$ cat config.mk
export PLATFORM = sky130hd
export DESIGN_NAME = radix4_seq_mult
export DESIGN_NICKNAME = d
export VERILOG_FILES = /design/src/rtl/r4m_pkg.sv /design/src/rtl/r4m_recoder.sv /design/src/rtl/r4m_summand.sv /design/src/rtl/r4m_ctrl.sv /design/src/rtl/r4m_datapath.sv /design/src/rtl/radix4_seq_mult.sv
export SDC_FILE = /design/constraint.sdc
export NUM_CORES = 1
export LEC_CHECK = 0
export ABC_AREA = 1
export BUFFER_PORTS_ARGS = -buffer_cell sky130_fd_sc_hd__buf_2
export CAP_MARGIN = 25
export CELL_PAD_IN_SITES_DETAIL_PLACEMENT = 0
export CELL_PAD_IN_SITES_GLOBAL_PLACEMENT = 2
export CORE_ASPECT_RATIO = 0.75
export CORE_MARGIN = 10
export CORE_UTILIZATION = 31
export DETAILED_ROUTE_END_ITERATION = 16
export HOLD_SLACK_MARGIN = 0.06
export PLACE_DENSITY_LB_ADDON = 0.1
export SYNTH_ARGS = -nofsm -noshare
export SYNTH_HDL_FRONTEND = slang
export SYNTH_HIERARCHICAL = 1
export SYNTH_SLANG_ARGS = --single-unit
$ cat constraint.sdc
create_clock -name clk -period 2.71 [get_ports clk]
set_input_delay 0.1355 -clock clk [delete_from_list [all_inputs] [get_ports clk]]
set_output_delay 0.1355 -clock clk [all_outputs]
set_load 0.02 [all_outputs]
$ cat src/rtl/r4m_pkg.sv
package r4m_pkg;

   typedef enum logic [2:0] {
      SEL_ZERO = 3'd0,
      SEL_P1   = 3'd1,
      SEL_P2   = 3'd2,
      SEL_M1   = 3'd3,
      SEL_M2   = 3'd4
   } summand_sel_e;

   // Map a (hi, lo, below) multiplier triple to a summand choice.
   function automatic summand_sel_e recode_triple(input logic [2:0] t);
      summand_sel_e s;
      case (t)
         3'b001, 3'b010: s = SEL_P1;
         3'b011:         s = SEL_P2;
         3'b100:         s = SEL_M2;
         3'b101, 3'b110: s = SEL_M1;
         default:        s = SEL_ZERO;
      endcase
      return s;
   endfunction

endpackage

$ cat src/rtl/r4m_recoder.sv
module r4m_recoder
   import r4m_pkg::*;
(
   input  logic [2:0]   triple,
   output summand_sel_e sel
);
   assign sel = recode_triple(triple);
endmodule

$ cat src/rtl/r4m_summand.sv
module r4m_summand
   import r4m_pkg::*;
#(
   parameter int W = 8,
   localparam int SW = W + 2
)(
   input  logic [W-1:0]  mcand,
   input  summand_sel_e  sel,
   output logic [SW-1:0] summand
);
   logic signed [SW-1:0] one_m;
   logic signed [SW-1:0] two_m;

   assign one_m = {{2{mcand[W-1]}}, mcand};
   assign two_m = one_m <<< 1;

   always_comb begin
      case (sel)
         SEL_P1:  summand = one_m;
         SEL_P2:  summand = two_m;
         SEL_M1:  summand = -one_m;
         SEL_M2:  summand = -two_m;
         default: summand = '0;
      endcase
   end
endmodule

$ cat src/rtl/r4m_ctrl.sv
module r4m_ctrl #(
   parameter int STEPS = 4,
   localparam int CW = $clog2(STEPS) + 1
)(
   input  logic clk,
   input  logic rst_n,
   input  logic start,
   output logic load,
   output logic step,
   output logic busy,
   output logic done
);
   logic [CW-1:0] cnt;

   assign load = start && !busy;
   assign step = busy;

   always_ff @(posedge clk or negedge rst_n) begin
      if (!rst_n) begin
         cnt  <= '0;
         busy <= 1'b0;
         done <= 1'b0;
      end else begin
         done <= 1'b0;
         if (load) begin
            cnt  <= '0;
            busy <= 1'b1;
         end else if (step) begin
            if (cnt == CW'(STEPS - 1)) begin
               busy <= 1'b0;
               done <= 1'b1;
            end else begin
               cnt <= cnt + 1'b1;
            end
         end
      end
   end
endmodule

$ cat src/rtl/r4m_datapath.sv
module r4m_datapath
   import r4m_pkg::*;
#(
   parameter int W = 8,
   localparam int QW = W + (W % 2),
   localparam int SW = W + 2,
   localparam int TW = SW + QW + 1
)(
   input  logic         clk,
   input  logic         rst_n,
   input  logic         load,
   input  logic         step,
   input  logic [W-1:0] mcand,
   input  logic [W-1:0] mplr,
   output logic [2*W-1:0] product
);
   logic [SW-1:0] acc_r;
   logic [QW-1:0] q_r;
   logic          qlow_r;
   logic [W-1:0]  m_r;
   logic [QW-1:0] mplr_ext;
   summand_sel_e  sel;
   logic [SW-1:0] summand;
   logic [SW-1:0] sum;
   logic [TW-1:0] pre_shift;
   logic [SW+QW-1:0] full;
   logic          unused_top;

   generate
      if (QW != W) begin : g_odd_ext
         assign mplr_ext = {mplr[W-1], mplr};
      end else begin : g_even_ext
         assign mplr_ext = mplr;
      end
   endgenerate

   r4m_recoder u_rec (
      .triple ({q_r[1:0], qlow_r}),
      .sel    (sel)
   );

   r4m_summand #(.W(W)) u_sum (
      .mcand   (m_r),
      .sel     (sel),
      .summand (summand)
   );

   assign sum       = acc_r + summand;
   assign pre_shift = {sum, q_r, qlow_r};

   always_ff @(posedge clk or negedge rst_n) begin
      if (!rst_n) begin
         acc_r  <= '0;
         q_r    <= '0;
         qlow_r <= 1'b0;
         m_r    <= '0;
      end else if (load) begin
         acc_r  <= '0;
         q_r    <= mplr_ext;
         qlow_r <= 1'b0;
         m_r    <= mcand;
      end else if (step) begin
         {acc_r, q_r, qlow_r} <= TW'($signed(pre_shift) >>> 2);
      end
   end

   assign full       = {acc_r, q_r};
   assign product    = full[2*W-1:0];
   assign unused_top = ^full[SW+QW-1:2*W];
endmodule

$ cat src/rtl/radix4_seq_mult.sv
module radix4_seq_mult #(
   parameter int W = 8,
   localparam int STEPS = (W + 1) / 2
)(
   input  logic           clk,
   input  logic           rst_n,
   input  logic           start,
   input  logic [W-1:0]   mcand,
   input  logic [W-1:0]   mplr,
   output logic           busy,
   output logic           done,
   output logic [2*W-1:0] product
);
   generate
      if (W < 2) begin : g_bad_width
         $error("radix4_seq_mult: W must be at least 2");
      end
   endgenerate

   logic load;
   logic step;

   r4m_ctrl #(.STEPS(STEPS)) u_ctrl (
      .clk   (clk),
      .rst_n (rst_n),
      .start (start),
      .load  (load),
      .step  (step),
      .busy  (busy),
      .done  (done)
   );

   r4m_datapath #(.W(W)) u_dp (
      .clk     (clk),
      .rst_n   (rst_n),
      .load    (load),
      .step    (step),
      .mcand   (mcand),
      .mplr    (mplr),
      .product (product)
   );
endmodule

==> results.sh <==
export IMPL_post_cts_buffers=0
export IMPL_dieArea_um2=10600
export IMPL_avgSynthCellArea_um2=7.03
export IMPL_tritoncts="built"
export IMPL_ir_drop_uv=428
export IMPL_power_share_switching=0.514
export IMPL_viasPerCell=4.57
export IMPL_p_int_mw=1.85
export IMPL_drt_iter0_drc=114
export IMPL_dp_cells=422
export IMPL_cts_max_level=2
export IMPL_path_delay_family="simple AND/OR/NAND/NOR gates"
export IMPL_fin_crit_ps=2430
export IMPL_die_h_um=91.8
export IMPL_cp_cell_sequence="inv_1, nand3_1, nand3_1, inv_1, nand3_1, inv_2, o21ai_1, o211ai_1, fa_1, nand3_1, nand2_1, nand2_1, nand3_1, nand3_1, nand2_1"
export IMPL_fin_setup_tns_ps=0
export IMPL_yosys_warnings=6
export IMPL_drv_slew=0
export IMPL_route_vias_total=1996
export IMPL_power_density_nw_per_um2=1450
export IMPL_synthToLayoutAreaGrowth_pct=23.1
export IMPL_worstPathArrival_ps=2600
export IMPL_synth_cells=303
export IMPL_grt_max_degree=31
export IMPL_antenna_left=0
export IMPL_layoutNonFillerInstCount=437
export IMPL_netlist_area_leader_share=0.353
export IMPL_grt_pass1_wl_um=9910
export IMPL_power_switching_mw=1.96
export IMPL_rows=26
export IMPL_clk_pin_slew_ps=70
export IMPL_highest_layer="met4"
export IMPL_clock_skew_ps=2.04
export IMPL_final_cell_mix="nand2_1, inv_1, nand3_1"
export IMPL_start_util=0.316
export IMPL_yosys_area_top_type="dfrtp_1"
export IMPL_synth_area_top_cells="dfrtp_1, nand2_1, nand3_1"
export IMPL_path_common_cell="nand3_1"
export IMPL_crit_buf_inv=3
export IMPL_drc_errors=0
export IMPL_io_pins=37
export IMPL_hp_start="mplr[4]"
export IMPL_dr_pass1_iters=4
export IMPL_synth_ff_latch_count=30
export IMPL_place_congestion=0.787
export IMPL_startpoint_type="flip-flop"
export IMPL_hpwl_um=4460
export IMPL_io_buffers=36
export IMPL_rsz0062_at_grt="false"
export IMPL_grt_pass1_vias=2085
export IMPL_pwr_share_clk=0.113
export IMPL_holdCritPathClass="in2reg"
export IMPL_final_cell_area_um2=2620
export IMPL_cp_slowest_stage_delay_ps=450
export IMPL_cp_max_fo=8
export IMPL_wl_met2_um=2370
export IMPL_finalHoldViolations=0
export IMPL_fin_nets=384
export IMPL_place_area_um2=2410
export IMPL_cts_root_buf="clkbuf_8"
export IMPL_wl_met1_um=2950
export IMPL_drv_cap=0
export IMPL_fin_crit_sh=0.898
export IMPL_ys_types=29
export IMPL_slew_headroom=0.525
export IMPL_die_x_um=116
export IMPL_r2r_start="u_dp/q_r[1]"
export IMPL_final_common_cell="nand2_1"
export IMPL_clock_latency_ps=280
export IMPL_pwr_share_comb=0.652
export IMPL_cp_startpoint="u_dp/q_r[1]"
export IMPL_wirelength_um=5620
export IMPL_setup_viol=0
export IMPL_clock_sinks=30
export IMPL_max_freq_mhz=411
export IMPL_crit_slowest_cell="dfrtp_2"
export IMPL_grt_total_usage=0.113
export IMPL_worstPathRequired_ps=2880
export IMPL_gr_total_overflow=0
export IMPL_antenna_found_initial=0
export IMPL_cellLeakagePower_nw=1.42
export IMPL_wire_per_inst_um=12.9
export IMPL_cts_buffers=5
export IMPL_drive_gt1_frac=0.207
export IMPL_seq_power_share=0.235
export IMPL_yosysSeqAreaShare=0.353
export IMPL_worstSetupEndpointType="flip-flop"
export IMPL_met3_length_um=275
export IMPL_syn_area_um2=2130
export IMPL_synthesis_nets=335
export IMPL_criticalPathCategory="reg2reg"
export IMPL_coreArea_um2=6730
export IMPL_postLayoutCoreUtil=0.389
export IMPL_outcome="completed"
export IMPL_worst_pin_slew_ps=713
export IMPL_n_antenna_cell=0
export IMPL_clock_path_buffers=2
-- path summary, 6_finish.rpt --
kind                            endpoint  slack [ps]  cells after the start
max reg2reg                u_dp/acc_r[6]         280                     15
min reg2reg                u_ctrl/cnt[2]         510                      2
min in group asynchronous    u_dp/q_r[5]         440                      2
max                        u_dp/acc_r[6]         280                     15
max in group asynchronous    u_dp/q_r[0]        1770                      2
min                          u_dp/q_r[4]          70                      3
-- synthesized netlist by cell type (all sizes together) --
cell type,number
nand2,99
inv,47
nand3,47
dfrtp,30
nor2,17
a21oi,12
ha,12
o21ai,11
buf,4
o22ai,4
o221ai,3
xnor2,3
xor2,3
nand3b,2
nor3,2
a22o,1
a22oi,1
clkbuf,1
fa,1
nand4,1
o211ai,1
o21a,1
-- cells by family after synthesis --
logic type                 count (synthesis)  share of synthesized area
AOI/OAI and AO/OA                         34                     0.0928
xor gates and xnor gates                   6                     0.0247
adders and majority gates                 13                     0.0799
buffers and inverters                     52                     0.0993
DFF                                       30                      0.353
and+or+nand+nor                          168                      0.351
-- power by group through the flow --
stage | Combinational [mW] | Sequential, mW | Clock (mW)
after floorplan | 1.71 | 0.990 | 0
after global placement | 2.46 | 0.895 | 0
after detailed placement | 2.43 | 0.899 | 0
after CTS | 2.45 | 0.890 | 0.451
after global routing | 2.86 | 0.950 | 0.471
final | 2.48 | 0.896 | 0.432
-- metrics by stage --
stage                     worst slack [ps]  total power, mW  hold slack, ps
after global placement                 126             3.36             242
after CTS                              136             3.79            61.0
after detailed placement               143             3.33             241
after floorplan                        313             2.71            -160
after global routing                 0.240             4.28            73.1
final                                  277             3.81            72.6
-- final cells by class --
class                   count  area (um^2)
fillers                   712         4110
multi-input cells         221         1200
flip-flops and latches     30          754
repair buffers             47          280
inverters                  47          176
clock buffers               8          110
well taps                  84          105
-- worst min-delay path, cell delays in order --
cell and delay, ps:
buf_2 80, nand2_1 40, o221ai_1 60
-- layer usage --
metal | up-vias | GRT usage
li1 | 1070 | -
met1 | 887 | 0.156
met2 | 37 | 0.174
met3 | 2 | 0.0326
met4 | 0 | 0.0187
met5 | - | 0
-- state kept, by name, summed over array words and instances, names as in the netlist --
name	flops
u_ctrl/busy	1
u_dp/qlow_r	1
u_ctrl/cnt	3
u_ctrl/done	1
u_dp/acc_r	8
u_dp/m_r	8
u_dp/q_r	8
-- what timing repair did --
| item | CTS | global route |
|---|---|---|
| hold buffers | 7 | 0 |
| gates resized for setup | 0 | 10 |
| hold endpoints to repair | 36 | 0 |
| setup endpoints to repair | 0 | 6 |
No activity file was read; power rests on OpenSTA's default activity.
